===== src/rtl/sca_pkg.sv =====
package sca_pkg;

    typedef enum logic [3:0] {
        OP_ADC = 4'd0,
        OP_SBC = 4'd1,
        OP_INC = 4'd2,
        OP_DEC = 4'd3,
        OP_AND = 4'd4,
        OP_ORA = 4'd5,
        OP_EOR = 4'd6,
        OP_LDA = 4'd7,
        OP_ASL = 4'd8,
        OP_LSR = 4'd9,
        OP_ROL = 4'd10,
        OP_ROR = 4'd11,
        OP_BCC = 4'd12,
        OP_BCS = 4'd13,
        OP_NP0 = 4'd14,
        OP_NP1 = 4'd15
    } alu_op_e;

    typedef struct packed {
        logic c8;
        logic c16;
        logic z;
        logic n;
        logic v;
    } alu_flags_t;

    function automatic logic is_logic_op(alu_op_e o);
        return (o == OP_AND) || (o == OP_ORA) || (o == OP_EOR) || (o == OP_LDA);
    endfunction

    function automatic logic is_branch_op(alu_op_e o);
        return (o == OP_BCC) || (o == OP_BCS);
    endfunction

endpackage


===== src/rtl/sca_arith.sv =====
module sca_arith
    import sca_pkg::*;
#(
    parameter int W = 16
) (
    input  alu_op_e        op,
    input  logic           mode_wide,
    input  logic [W-1:0]   a,
    input  logic [W-1:0]   b,
    input  logic           c8_in,
    input  logic           c16_in,
    output logic [W-1:0]   sum,
    output logic           cout_lo,
    output logic           cout_hi,
    output logic           ovf_lo,
    output logic           ovf_hi
);
    localparam int H = W / 2;

    logic [W-1:0] addend;
    logic         ci;
    logic         cin_sel;
    logic [H:0]   lo_sum;
    logic [W:0]   full_sum;

    always_comb begin
        cin_sel = mode_wide ? c16_in : c8_in;
        case (op)
            OP_ADC:         begin addend = b;        ci = cin_sel; end
            OP_SBC:         begin addend = ~b;       ci = cin_sel; end
            OP_INC:         begin addend = '0;       ci = 1'b1;    end
            OP_DEC:         begin addend = '1;       ci = 1'b0;    end
            OP_BCC, OP_BCS: begin addend = b;        ci = 1'b0;    end
            default:        begin addend = '0;       ci = 1'b0;    end
        endcase
        lo_sum   = {1'b0, a[H-1:0]} + {1'b0, addend[H-1:0]} + {{H{1'b0}}, ci};
        full_sum = {1'b0, a} + {1'b0, addend} + {{W{1'b0}}, ci};
        sum      = full_sum[W-1:0];
        cout_lo  = lo_sum[H];
        cout_hi  = full_sum[W];
        ovf_lo   = (a[H-1] == addend[H-1]) && (full_sum[H-1] != a[H-1]);
        ovf_hi   = (a[W-1] == addend[W-1]) && (full_sum[W-1] != a[W-1]);
    end

    // a full-word increment of all ones must wrap to zero with carry out
    always_comb begin
        if (op == OP_INC && a == '1) begin
            a_inc_wrap_r6: assert (sum == '0 && cout_hi && cout_lo);
        end
    end

endmodule


===== src/rtl/sca_shift.sv =====
module sca_shift
    import sca_pkg::*;
#(
    parameter int W = 16
) (
    input  alu_op_e        op,
    input  logic           mode_wide,
    input  logic [W-1:0]   a,
    input  logic           c8_in,
    input  logic           c16_in,
    output logic [W-1:0]   res,
    output logic           out_lo,
    output logic           out_hi
);
    localparam int H = W / 2;

    logic fill;

    always_comb begin
        case (op)
            OP_ROL, OP_ROR: fill = mode_wide ? c16_in : c8_in;
            default:        fill = 1'b0;
        endcase
        case (op)
            OP_ASL, OP_ROL: begin
                if (mode_wide) res = {a[W-2:0], fill};
                else           res = {a[W-1:H], a[H-2:0], fill};
                out_lo = a[H-1];
                out_hi = a[W-1];
            end
            OP_LSR, OP_ROR: begin
                if (mode_wide) res = {fill, a[W-1:1]};
                else           res = {a[W-1:H], fill, a[H-1:1]};
                out_lo = a[0];
                out_hi = a[0];
            end
            default: begin
                res    = '0;
                out_lo = 1'b0;
                out_hi = 1'b0;
            end
        endcase
    end

    // a narrow shift never disturbs the upper byte
    always_comb begin
        if (!mode_wide && (op == OP_ASL || op == OP_LSR || op == OP_ROL || op == OP_ROR)) begin
            a_hi_kept_r9: assert (res[W-1:H] == a[W-1:H]);
        end
    end

endmodule


===== src/rtl/sca_logic.sv =====
module sca_logic
    import sca_pkg::*;
#(
    parameter int W = 16
) (
    input  alu_op_e        op,
    input  logic [W-1:0]   a,
    input  logic [W-1:0]   b,
    output logic [W-1:0]   res
);
    for (genvar i = 0; i < W; i++) begin : g_bit
        always_comb begin
            case (op)
                OP_AND:  res[i] = a[i] & b[i];
                OP_ORA:  res[i] = a[i] | b[i];
                OP_EOR:  res[i] = a[i] ^ b[i];
                OP_LDA:  res[i] = b[i];
                default: res[i] = 1'b0;
            endcase
        end
    end
endmodule


===== src/rtl/split_carry_alu.sv =====
module split_carry_alu
    import sca_pkg::*;
#(
    parameter int DATA_W = 16
) (
    input  logic              clk,
    input  logic              rst_n,
    input  logic              exec,
    input  logic [DATA_W-1:0] instr,
    input  logic [3:0]        op,
    input  logic [DATA_W-1:0] opnd_a,
    input  logic [DATA_W-1:0] opnd_b,
    output logic [DATA_W-1:0] result,
    output logic              br_taken,
    output logic              flag_c8,
    output logic              flag_c16,
    output logic              flag_z,
    output logic              flag_n,
    output logic              flag_v
);
    localparam int H = DATA_W / 2;

    alu_op_e      op_e;
    logic         mode_wide;
    alu_flags_t   flags_d, flags_q;
    logic [DATA_W-1:0] arith_sum, shift_res, logic_res;
    logic         a_clo, a_chi, a_vlo, a_vhi, s_clo, s_chi;
    logic         unused_instr_lo;

    assign op_e            = alu_op_e'(op);
    assign mode_wide       = |instr[DATA_W-1:H];
    assign unused_instr_lo = ^instr[H-1:0];

    sca_arith #(.W(DATA_W)) u_arith (
        .op(op_e), .mode_wide(mode_wide), .a(opnd_a), .b(opnd_b),
        .c8_in(flags_q.c8), .c16_in(flags_q.c16), .sum(arith_sum),
        .cout_lo(a_clo), .cout_hi(a_chi), .ovf_lo(a_vlo), .ovf_hi(a_vhi)
    );

    sca_shift #(.W(DATA_W)) u_shift (
        .op(op_e), .mode_wide(mode_wide), .a(opnd_a),
        .c8_in(flags_q.c8), .c16_in(flags_q.c16), .res(shift_res),
        .out_lo(s_clo), .out_hi(s_chi)
    );

    sca_logic #(.W(DATA_W)) u_logic (
        .op(op_e), .a(opnd_a), .b(opnd_b), .res(logic_res)
    );

    always_comb begin
        alu_flags_t nxt;
        logic       csel;
        logic       zn_upd;
        nxt      = flags_q;
        csel     = mode_wide ? flags_q.c16 : flags_q.c8;
        zn_upd   = 1'b1;
        br_taken = 1'b0;
        case (op_e)
            OP_ADC, OP_SBC: begin
                result  = arith_sum;
                nxt.c8  = a_clo;
                nxt.c16 = a_chi;
                nxt.v   = mode_wide ? a_vhi : a_vlo;
            end
            OP_INC, OP_DEC: begin
                result  = arith_sum;
                nxt.c8  = a_clo;
                nxt.c16 = a_chi;
            end
            OP_AND, OP_ORA, OP_EOR, OP_LDA: begin
                result = logic_res;
            end
            OP_ASL, OP_LSR, OP_ROL, OP_ROR: begin
                result  = shift_res;
                nxt.c8  = s_clo;
                nxt.c16 = s_chi;
            end
            OP_BCC, OP_BCS: begin
                result   = arith_sum;
                zn_upd   = 1'b0;
                br_taken = (op_e == OP_BCS) ? csel : !csel;
            end
            default: begin
                result = '0;
                zn_upd = 1'b0;
            end
        endcase
        if (zn_upd) begin
            nxt.z = mode_wide ? (result == '0) : (result[H-1:0] == '0);
            nxt.n = mode_wide ? result[DATA_W-1] : result[H-1];
        end
        flags_d = exec ? nxt : flags_q;
    end

    always_ff @(posedge clk or negedge rst_n) begin
        if (!rst_n) flags_q <= '0;
        else        flags_q <= flags_d;
    end

    assign flag_c8  = flags_q.c8;
    assign flag_c16 = flags_q.c16;
    assign flag_z   = flags_q.z;
    assign flag_n   = flags_q.n;
    assign flag_v   = flags_q.v;

    // idle cycles keep every flag
    p_idle_hold_r11: assert property (@(posedge clk) disable iff (!rst_n)
        !exec |=> $stable(flags_q));

    // logic and load leave carries and overflow alone
    p_logic_keeps_carry_r7: assert property (@(posedge clk) disable iff (!rst_n)
        (exec && is_logic_op(op_e)) |=> $stable({flag_c8, flag_c16, flag_v}));

    // branches change no flag
    p_branch_keeps_flags_r10: assert property (@(posedge clk) disable iff (!rst_n)
        (exec && is_branch_op(op_e)) |=> $stable(flags_q));

    // narrow logic ops set zero from the low byte only
    p_narrow_zero_r4: assert property (@(posedge clk) disable iff (!rst_n)
        (exec && !mode_wide && is_logic_op(op_e)) |=> (flag_z == ($past(result[H-1:0]) == '0)));

    // no-operation codes give no result and no branch
    p_nop_quiet_r12: assert property (@(posedge clk) disable iff (!rst_n)
        (op_e == OP_NP0 || op_e == OP_NP1) |-> (result == '0 && !br_taken));

endmodule


===== config.mk =====
export PLATFORM = sky130hd
export DESIGN_NAME = split_carry_alu
export DESIGN_NICKNAME = d
export VERILOG_FILES = /design/src/rtl/sca_pkg.sv /design/src/rtl/sca_arith.sv /design/src/rtl/sca_shift.sv /design/src/rtl/sca_logic.sv /design/src/rtl/split_carry_alu.sv
export SDC_FILE = /design/constraint.sdc
export NUM_CORES = 1
export LEC_CHECK = 0
export BUFFER_PORTS_ARGS = -buffer_cell sky130_fd_sc_hd__buf_2
export CAP_MARGIN = 20
export CORE_AREA = 2 2 75 77
export DETAILED_ROUTE_END_ITERATION = 8
export DIE_AREA = 0 0 77 79
export PLACE_DENSITY = 0.85
export SETUP_SLACK_MARGIN = 0.3
export SLEW_MARGIN = 15
export SYNTH_ARGS = -nofsm -noshare
export SYNTH_HDL_FRONTEND = slang
export SYNTH_SLANG_ARGS = --single-unit

===== constraint.sdc =====
create_clock -name clk -period 14.55 [get_ports clk]
set_input_delay 2.1825 -clock clk [delete_from_list [all_inputs] [get_ports clk]]
set_output_delay 2.1825 -clock clk [all_outputs]
set_load 0.01 [all_outputs]

======== After elaboration in Yosys (flattened, before gate mapping) ========
Cells that the tools add are included.
word-level totals
  register bits after elaboration ......... 5
  bits of input ports ..................... 55
  output and inout port bits .............. 22
  word-level logic and storage cells ...... 130
cells by class
  add/sub/neg operators ................... 4
  eq/ne operators ......................... 17
  mux-type cells .......................... 33
  bitwise gates (word level) .............. 49
  reduce and logical (&&, ||, !) cells .... 22
operators with widths
  operator                                                         number
  16-bit case mux with 3 select lines                              2
  1-bit case mux with 4 select lines                               16
  16-bit two-way mux                                               2
  16-bit case mux with 2 select lines                              1
  4-bit == test, second input constant                             6
  16-bit by 16-bit adder with 17-bit output                        1
  17-bit by 1-bit adder with 17-bit output                         1
  1-bit bitwise AND                                                16
  4-bit by 3-bit == test with 1-bit output, second input constant  4
  16-bit logical NOT                                               1
  16-bit NOT                                                       1
  1-bit OR                                                         16
  1-bit XOR                                                        16
  12-bit OR reduction                                              1
  4-bit OR reduction                                               3
  2-bit OR reduction                                               5
  8-bit by 8-bit adder with 9-bit output                           1
  9-bit by 1-bit adder with 9-bit output                           1
  4-bit by 2-bit == test with 1-bit output, second input constant  2
  8-bit logical NOT                                                1
  1-bit two-way mux                                                8
  8-bit OR reduction                                               1
  1-bit case mux with 2 select lines                               3
  2-bit AND reduction                                              3
  other kinds (10)                                                 13

======== Logic depth before layout (Yosys ltp) ========
Gate-level depths: netlist of run 1.
  depth after elaboration ................. 8
  depth in mapped cells ................... 21

======== Hierarchy ========
A second synthesis of run 1 with hierarchy kept.
unflattened totals
  cells, all modules ...................... 513
  area total of the unflattened synthesis .. 3746.1 um^2
modules (own cells, without submodules)
  module           instances  cells each  area each (um^2)  seq. area each (um^2)
  sca_arith        1          192         1342.5            0.0
  sca_logic        1          138         1079.8            0.0
  split_carry_alu  1          126         917.1             125.1
  sca_shift        1          57          406.6             0.0

======== Worst setup path after synthesis of run 1 ========
OpenSTA, ideal clock, no wires.
  path type ............................... in2out
  start ................................... input port op[0]
  end ..................................... output port result[14]
  arrival time ............................ 6311 ps
  required time ........................... 12367 ps
  path slack .............................. 6057 ps
  stages .................................. 19
  buffers on the path ..................... 6
  path through ............................ buf_6 -> buf_2 -> buf_2 -> clkbuf_1 -> clkbuf_1 -> or3_1 -> a21oi_1 -> clkbuf_1 -> a21oi_1 -> fa_1 -> inv_1 -> fa_1 -> a211oi_1 -> o21ai_0 -> a41oi_1 -> o21bai_1 -> a21oi_1 -> mux2_2 -> o211ai_1
on the way
  word-level cells in the longest chain between the ends .. 6
  elaborated cells on any way between the ends .. 28
RTL lines
  what                                                RTL line                                source
  start: declaration                                  split_carry_alu.sv:10                   input logic [3:0] op,
  4-bit == test or 4-bit logical NOT (tied branches)  sca_arith.sv:28, split_carry_alu.sv:58
  3-bit OR reduction (no source line)                 --
  16-bit case mux with 3 select lines                 sca_arith.sv:28                         case (op)
  16-bit by 16-bit adder with 17-bit output           sca_arith.sv:37                         full_sum = {1'b0, a} + {1'b0, addend} + {{W{1'b0}}, ci};
  17-bit by 1-bit adder with 17-bit output            sca_arith.sv:37
  16-bit case mux with 3 select lines *               split_carry_alu.sv:58                   case (op_e)
  end: declaration                                    split_carry_alu.sv:13                   output logic [DATA_W-1:0] result,
Mark *: on every way between the ends. The rest lies on a longest branch, timed or not.

======== Final worst setup path of run 1 ========
  start ................................... input port instr[13]
  end ..................................... output port result[14]
on the way
  word-level cells in the longest chain between the ends .. 5
  elaborated cells on any way between the ends .. 8
RTL lines
  what                                      RTL line               source
  start: declaration                        split_carry_alu.sv:9   input logic [DATA_W-1:0] instr,
  8-bit OR reduction *                      split_carry_alu.sv:31  assign mode_wide = |instr[DATA_W-1:H];
  1-bit two-way mux                         sca_arith.sv:27        cin_sel = mode_wide ? c16_in : c8_in;
  1-bit case mux with 2 select lines        sca_arith.sv:28
  17-bit by 1-bit adder with 17-bit output  sca_arith.sv:37
  16-bit case mux with 3 select lines *     split_carry_alu.sv:58
Marked as above.

==> impl_metrics.tcl, run 1 <==
set metrics [dict create \
    setup_viol_count_final 0 \
    die_area_um2 6080 \
    ys_seq_area_frac 0.0413 \
    finalHoldViolations 0 \
    grt_pass1_wl_mm 14.7 \
    dr.pass1.iters 5 \
    synth_async_sr_flop_share 1.00 \
    layout.nets 583 \
    antenna_cells 0 \
    rrSetupSlack_ns 10.25 \
    power_density_nw_per_um2 47.9 \
    place_congestion 0.975 \
    wire_per_inst_um 16.0 \
    synthTopCellsByCount "nand2_1 (61), ha_1 (47), inv_1 (47)" \
    core_um2 5340 \
    io_buffers 68 \
    worst_pin_slew_ns 1.16 \
    power.leakage_nw 1.80 \
    cap_violations 0 \
    hp-class "flip-flop to flip-flop" \
    critPathMaxFanout 20 \
    yosysMostFrequentCell "nand2_1" \
    clk_latency_ns 0.22 \
    postSynthCellCount 424 \
    grt_usage 0.287 \
    whs_ns 0.505 \
    drive_above_1_share 0.203 \
    grt_pass1_vias 3240 \
    p_total_uw 165 \
    start_util 0.568 \
    status "finished, final reports clean" \
    synth-seq-cells 5 \
    cp-end-kind "output pin" \
    syn_nets 528 \
    wl_mm 8.79 \
    cts_sinks 5 \
    drtIter0Drc 190 \
    hold_buffers 0 \
    yosysTopAreaCell "ha_1" \
    fin_ws_ns 5.46 \
    cp.arrival_ns 6.91 \
    yosysWarnings 0 \
    crit_slowest_cell "nand2_1" \
    fmax_mhz 110 \
    ant_nets 0 \
    avgSynthCellArea_um2 7.15 \
    worstReg2RegEnd "flag_z" \
    dpl.cell_count 546 \
    synth.top_cell.area_share 0.194 \
    dp_slack_ns 5.55 \
    io_pins 77 \
    cp_top_family "compound AO/OA/AOI/OAI gates" \
    cts_resized 0 \
    tritoncts "done" \
    crit_chain "buf_2, nor4_1, nand2_1, mux2i_1, nor2_1, o21bai_1, fa_1, inv_1, fa_1, a211oi_1, o21ai_0, a41oi_1, o21bai_1, a21oi_1, mux2_2, o211ai_1, buf_2" \
    htreeDepth 1 \
    rsz0062_at_grt "false" \
    final_cells 550 \
    synth_area_leaders "ha_1 (19%), mux4_2 (8.9%), nand2_1 (7.6%), mux2i_1 (6.9%), o21ai_0 (6.4%)" \
    setup_tns_ns 0 \
    via_per_inst 6.13 \
    path_class "primary input to output pin" \
    startpoint "instr[13]" \
    area_delta_synth_final_pct 13.3 \
    placementRows 27 \
    period_share 0.625 \
    crit_path_end "result[14]" \
    cp-start-kind "primary input" \
    antenna_found_initial 0 \
    yosys.cell_types.count 60 \
    cp_num_buf_inv 3 \
    cts_inserted_buffers 3 \
    cts_setup_buffers 0 \
    cts-root-buf "clkbuf_8" \
    overflow 0 \
    dpl.hpwl_mm 6.61 \
    clk_path_buf_depth 2 \
    irDropWorstVdd_v 0.0000391 \
    reg2reg_from "flag_c16" \
    slew_violations 0 \
    die_h_um 79 \
    period_minus_slack_ns 9.09 \
    r2r_cells 15 \
    clock_skew_ns 0.000739 \
    synth_enable_flop_cells 0 \
    via_count 3372 \
    synth_top_flop_cell "dfrtp_1" \
    syn_area_um2 3030 \
    slew_headroom 0.224 \
    clkTransAtPathRegs_ns 0.04 \
    required_ns 12.37 \
    cp.depth 17 \
    die_x_um 77 \
    route.detailed.drc 0 \
    max_stage_delay_ns 0.57 \
    grt_max_degree 45 \
]
layer usage:
layer | share of wire | vias up | global-route usage
met5 | 0 | - | 0
met4 | 0.017 | 0 | 0.0982
met3 | 0.062 | 18 | 0.0170
met2 | 0.48 | 145 | 0.518
met1 | 0.44 | 1588 | 0.367
li1 | - | 1621 | -
logic make-up (layout without fill, tap and decap cells):
| kind of cell | Yosys count | in the layout | synth area share |
|---|---|---|---|
| AO/OA/AOI/OAI | 115 | 115 | 0.250 |
| XOR/XNOR | 8 | 8 | 0.0231 |
| adder cells (fa/ha/maj) | 49 | 49 | 0.207 |
| buffers and inverters | 71 | 125 | 0.0949 |
| flip-flops | 5 | 5 | 0.0413 |
| multiplexers | 35 | 35 | 0.166 |
| AND/OR/NAND/NOR | 141 | 141 | 0.218 |
report_power, final:
group / switching (mW) / internal, mW
Clock: 0.00703 / 0.0188
Sequential: 0.00166 / 0.0161
Combinational: 0.0697 / 0.0513
per-stage QoR:
step	utilization	cell area (um2)
6_report	0.644	3440
5_1_grt	0.644	3440
4_1_cts	0.644	3440
3_5_place_dp	0.635	3390
3_3_place_gp	0.635	3390
2_1_floorplan	-	3030
cell usage in the layout, fill, tap and decap left out, drive strengths merged, types with 4 or more instances in the layout:
cell,instances
o211ai,12
nor2b,7
a21o,5
nand3,6
a221oi,4
nand2,62
a211oi,5
nand2b,10
nor3,6
o21ai,40
nor3b,4
clkbuf,4
nor2,29
dfrtp,5
a21oi,19
ha,47
inv,49
mux4,12
o221ai,4
buf,72
xnor2,7
mux2i,21
cell type report:
cell class | count | area (um2)
well taps | 72 | 90.1
inverters | 49 | 186
flip-flops and latches | 5 | 125
clock buffers | 4 | 45.0
repair buffers | 72 | 370
fillers | 501 | 1900
multi-input cells | 348 | 2620
registers in the layout (all words and copies together) (netlist names):
| register | count |
|---|---|
| flag_c16 | 1 |
| flag_c8 | 1 |
| flag_n | 1 |
| flag_v | 1 |
| flag_z | 1 |
worst min path at each step:
stage / from / to / slack, ns / cells past startpoint
final: flag_n / flag_n / 0.50 / 2
after CTS: flag_z / flag_z / 0.50 / 2
after detailed placement: flag_z / flag_z / 0.50 / 2
after floorplan: flag_n / flag_n / 0.51 / 2
after global placement: flag_n / flag_n / 0.46 / 2
after global routing: flag_z / flag_z / 0.52 / 2
tightest hold or removal path, stage by stage (launching register included):
cell     delay [ns]
dfrtp_1        0.34
nand2_1        0.05
o21ai_0        0.08
Power figures use the tool's default switching activity.
==> run 2: changes to the inputs <==
CORE_AREA = 2 2 77 79   (was 2 2 75 77)
DIE_AREA = 0 0 79 81   (was 0 0 77 79)
PLACE_DENSITY = 0.81   (was 0.85)
clock period = 9.15 ns   (was 14.55 ns; I/O delays follow)
==> run 2 against run 1 <==
  * Critical path depth stayed put
  * Via count grew 1.3%
  * Clock power increased by 60%
  * Total power increased by 59%
  * Register-to-register slack got worse by 5.4 ns
  * Flip-flop and latch count unchanged
  * Global-route usage down 0.76 points
  * Setup slack worse by 3.8 ns
  * Clock-buffer cell count stayed put
==> impl_metrics.tcl, run 2 (synthesis gave the netlist of run 1 again) <==
set metrics [dict create \
    via_per_inst 6.17 \
    critPathMaxFanout 20 \
    irDropWorstVdd_v 0.0000652 \
    antenna_found_initial 0 \
    cp.arrival_ns 6.07 \
    dr.pass1.iters 6 \
    io_pins 77 \
    path_class "primary input to output pin" \
    slew_violations 0 \
    grt_pass1_vias 3139 \
    dpl.cell_count 550 \
    clk_path_buf_depth 2 \
    period_minus_slack_ns 7.45 \
    hp-class "flip-flop to flip-flop" \
    grt_pass1_wl_mm 14.7 \
    layout_common_cells "buf_2 (68), nand2_1 (61), inv_1 (47), ha_1 (47), o21ai_0 (39)" \
    cp-end-kind "output pin" \
    placed_area_um2 3400 \
    busiest_layer "met2" \
    finalHoldViolations 0 \
    rsz0062_at_grt "false" \
    cts_inserted_buffers 3 \
    start_util 0.534 \
    cap_violations 0 \
    dpl.hpwl_mm 6.83 \
    cp-start-kind "primary input" \
    ant_nets 0 \
    io_buffers 68 \
    clkTransAtPathRegs_ns 0.03 \
    via_count 3416 \
    hold_buffers 0 \
    die_h_um 81 \
    layout.nets 584 \
    grt_usage 0.280 \
    wl_mm 8.81 \
    drtIter0Drc 221 \
    required_ns 7.78 \
    overflow 0 \
    setup_viol_count_final 0 \
    placementRows 28 \
    wire_per_inst_um 15.9 \
    slew_headroom 0.455 \
    grt_max_degree 30 \
    core_um2 5680 \
    area_delta_synth_final_pct 13.7 \
    n_fill_cell 553 \
    tritoncts "done" \
    cts-root-buf "clkbuf_8" \
    route.detailed.drc 0 \
    cts_setup_buffers 0 \
    cts_sinks 5 \
    place_congestion 0.939 \
    drive_above_1_share 0.205 \
    power.leakage_nw 1.80 \
    clock_skew_ns 0.00114 \
    use_met3 0.0200 \
    final_cells 554 \
    whs_ns 0.489 \
    die_x_um 79 \
    p_total_uw 261 \
    grt_use_met1 0.387 \
    clk_latency_ns 0.22 \
    power_density_nw_per_um2 75.8 \
    antenna_cells 0 \
    fmax_mhz 134 \
    finish.instance_area_um2 3450 \
    use_met2 0.481 \
    cts_resized 0 \
    period_share 0.814 \
    setup_tns_ns 0 \
    worst_pin_slew_ns 0.816 \
    die_area_um2 6400 \
    status "finished, final reports clean" \
    htreeDepth 1 \
    layout_commonest_cell "buf_2" \
]
## run 2: changes by cell type in the layout (fill, tap and decap cells not counted), sizes merged
cell | before | now
buf | 72 | 73
## run 2: worst max-delay path: stages
cell and delay, ns:
buf_2 0.10, nor4_1 0.46, nand2_1 0.56, mux2i_1 0.57, nor2_1 0.07, o21bai_1 0.16
fa_1 0.22, inv_1 0.06, fa_1 0.42, a211oi_1 0.33, o21ai_0 0.18, a41oi_1 0.40
o21bai_1 0.18, a21oi_1 0.23, mux2_2 0.36, o211ai_1 0.21, buf_2 0.18
## run 2: stage by stage
stage / setup WS [ns] / util
detailed placement: 1.78 / 0.599
global route: 1.33 / 0.607
CTS: 1.76 / 0.607
finish: 1.70 / 0.607
global placement: 1.93 / 0.599
floorplan: 2.28 / -
## run 2: power breakdown
part | internal, mW | leakage (nW) | switching (mW)
logic | 0.0814 | 1.72 | 0.110
registers | 0.0256 | 0.0625 | 0.00273
clock network | 0.0300 | 0.0228 | 0.0114
total | 0.137 | 1.80 | 0.124
## run 2: layer usage
metal / wire length (um) / vias to the layer above
li1: - / 1633
met5: 0 / -
met4: 85 / 0
met2: 4160 / 162
met3: 694 / 7
met1: 3870 / 1614
## run 2: path summary, 6_finish.rpt
path	to	from	cells after the start	slack, ns
min in group asynchronous	flag_c8	rst_n	1	0.96
max in group asynchronous	flag_z	rst_n	1	8.06
max reg2reg	flag_z	flag_c16	14	4.81
min	flag_n	flag_n	2	0.49
min reg2reg	flag_n	flag_n	2	0.49
max	result[14]	instr[9]	17	1.70
## run 2: layout make-up
cell class	instances	area, um2	share of cell area
Timing Repair Buffer	73	378	0.110
Clock buffer	4	45.0	0.0131
Multi-Input combinational cell	348	2620	0.760
Sequential cell	5	125	0.0363
Inverter	49	186	0.0541
Tap cell	75	93.8	0.0272
==> run 3: changes to the inputs <==
CORE_AREA = 2 2 81 83   (was 2 2 77 79)
DIE_AREA = 0 0 83 85   (was 0 0 79 81)
PLACE_DENSITY = 0.77   (was 0.81)
clock period = 6.2 ns   (was 9.15 ns; I/O delays follow)
==> run 3 against run 2 <==
  * Setup slack worse by 1.0 ns
  * Design area is 2.2% higher
  * Clock-buffer cell count unchanged
  * First-iteration DRC count grew 18%
  * Critical path depth is the same
  * Clock skew grew 0.0015 ns
==> impl_metrics.tcl, run 3 (synthesis gave the netlist of run 1 again) <==
set metrics [dict create \
    cp.arrival_ns 4.57 \
    clk_latency_ns 0.22 \
    area_delta_synth_final_pct 16.2 \
    critPathMaxFanout 4 \
    setup_viol_count_final 0 \
    crit_slowest_cell "fa_1" \
    rrSetupSlack_ns 2.03 \
    clockPowerShare 0.152 \
    use_met2 0.438 \
    slew_violations 0 \
    via_count 3418 \
    cp-start-kind "primary input" \
    die_h_um 85 \
    place_congestion 0.910 \
    fin_ws_ns 0.701 \
    via_per_inst 6.13 \
    die_x_um 83 \
    sw_frac_of_total 0.479 \
    power_density_nw_per_um2 112 \
    path_class "primary input to output pin" \
    overflow 0 \
    status "finished, final reports clean" \
    combinationalPowerShare 0.739 \
    grt_max_degree 30 \
    rsz0062_at_grt "false" \
    cap_violations 0 \
    layout_commonest_cell "buf_2" \
    wire_per_inst_um 16.4 \
    die_area_um2 7060 \
    dpl.hpwl_mm 7.01 \
    tritoncts "done" \
    clock_skew_ns 0.00263 \
    finalHoldViolations 0 \
    antenna_cells 0 \
    slew_headroom 0.410 \
    drtIter0Drc 261 \
    start_util 0.489 \
    clk_path_buf_depth 2 \
    grt_use_met1 0.340 \
    required_ns 5.27 \
    drive_above_1_share 0.220 \
    grt_usage 0.249 \
    period_minus_slack_ns 5.50 \
    crit_chain "buf_2, nor4_4, nand2_1, mux2i_4, nor2_1, o21bai_1, fa_1, inv_1, fa_1, a211oi_2, o21ai_0, a41oi_2, o21bai_1, a21oi_2, mux2_2, o211ai_1, buf_2" \
    cp-end-kind "output pin" \
    worst_pin_slew_ns 0.883 \
    cts_sinks 5 \
    power.leakage_nw 1.81 \
    layout.nets 586 \
    finalCoreUtilization 0.568 \
    placementRows 29 \
    max_stage_delay_ns 0.44 \
    antenna_found_initial 0 \
    p_switching_uw 188 \
    layout_common_cells "buf_2 (68), nand2_1 (61), inv_1 (47), ha_1 (47), o21ai_0 (39)" \
    irDropWorstVdd_v 0.0000810 \
    n_fill_cell 610 \
    cts_inserted_buffers 3 \
    grt_pass1_wl_mm 14.9 \
    internal-power_uw 205 \
    core_um2 6200 \
    fmax_mhz 182 \
    wl_mm 9.15 \
    busiest_layer "met2" \
    io_buffers 68 \
    whs_ns 0.475 \
    hold_buffers 0 \
    route.detailed.drc 0 \
    dp_slack_ns 0.349 \
    htreeDepth 1 \
    grt_pass1_vias 3205 \
    ant_nets 0 \
    dr.pass1.iters 5 \
    period_share 0.887 \
    cts-root-buf "clkbuf_8" \
    clkTransAtPathRegs_ns 0.03 \
    io_pins 77 \
    setup_tns_ns 0 \
    use_met3 0.0224 \
    hp-class "flip-flop to flip-flop" \
    p_seq_frac 0.109 \
]
==> run 3: final timing paths <==
kind,start,endpoint,depth (start not counted)
min in group asynchronous,rst_n,flag_v,1
worst max register to register,flag_c16,flag_z,15
worst min register to register,flag_z,flag_z,2
worst min-delay path,flag_z,flag_z,2
max in group asynchronous,rst_n,flag_n,1
worst max-delay path,instr[13],result[14],17
==> run 3: critical path: cells and delay by family <==
kind | cells | cell delay [ns]
mux | 2 | 0.60
simple gates | 3 | 0.57
compound gates | 7 | 1.43
buf+inv | 3 | 0.34
fa+ha+maj | 2 | 0.67
==> run 3: timing repair <==
item | 4_1_cts | 5_1_grt
setup buffers | 0 | 0
resized for setup | 0 | 9
setup endpoints to repair | 0 | 1
==> run 3: routing by layer <==
layer	vias to the layer above	share of wire	routed length [um]
li1	1629	-	-
met1	1605	0.42	3860
met2	172	0.49	4460
met3	12	0.080	736
met4	0	0.0099	91
met5	-	0	0
==> run 3: final cells by class <==
cell class                      instances  area (um2)  area share
Tap cell                               77        96.3      0.0273
Inverter                               49         186      0.0529
Clock buffer                            4        45.0      0.0128
Timing Repair Buffer                   75         393       0.112
Multi-Input combinational cell        348        2680       0.760
Sequential cell                         5         125      0.0355
==> run 3: power groups by stage <==
stage          Clock (mW)  Combinational [mW]  Sequential, mW
5_1_grt            0.0646               0.321          0.0436
3_5_place_dp            0               0.280          0.0419
4_1_cts            0.0607               0.282          0.0417
3_3_place_gp            0               0.272          0.0419
6_report           0.0598               0.291          0.0430
2_1_floorplan           0               0.188          0.0439
==> run 3: metrics by stage <==
stage | total power [mW] | area (um2) | instances
detailed placement | 0.322 | 3420 | 554
CTS | 0.384 | 3460 | 558
finish | 0.394 | 3520 | 558
global placement | 0.313 | 3420 | 554
floorplan | 0.232 | 3030 | 424
global route | 0.430 | 3520 | 558
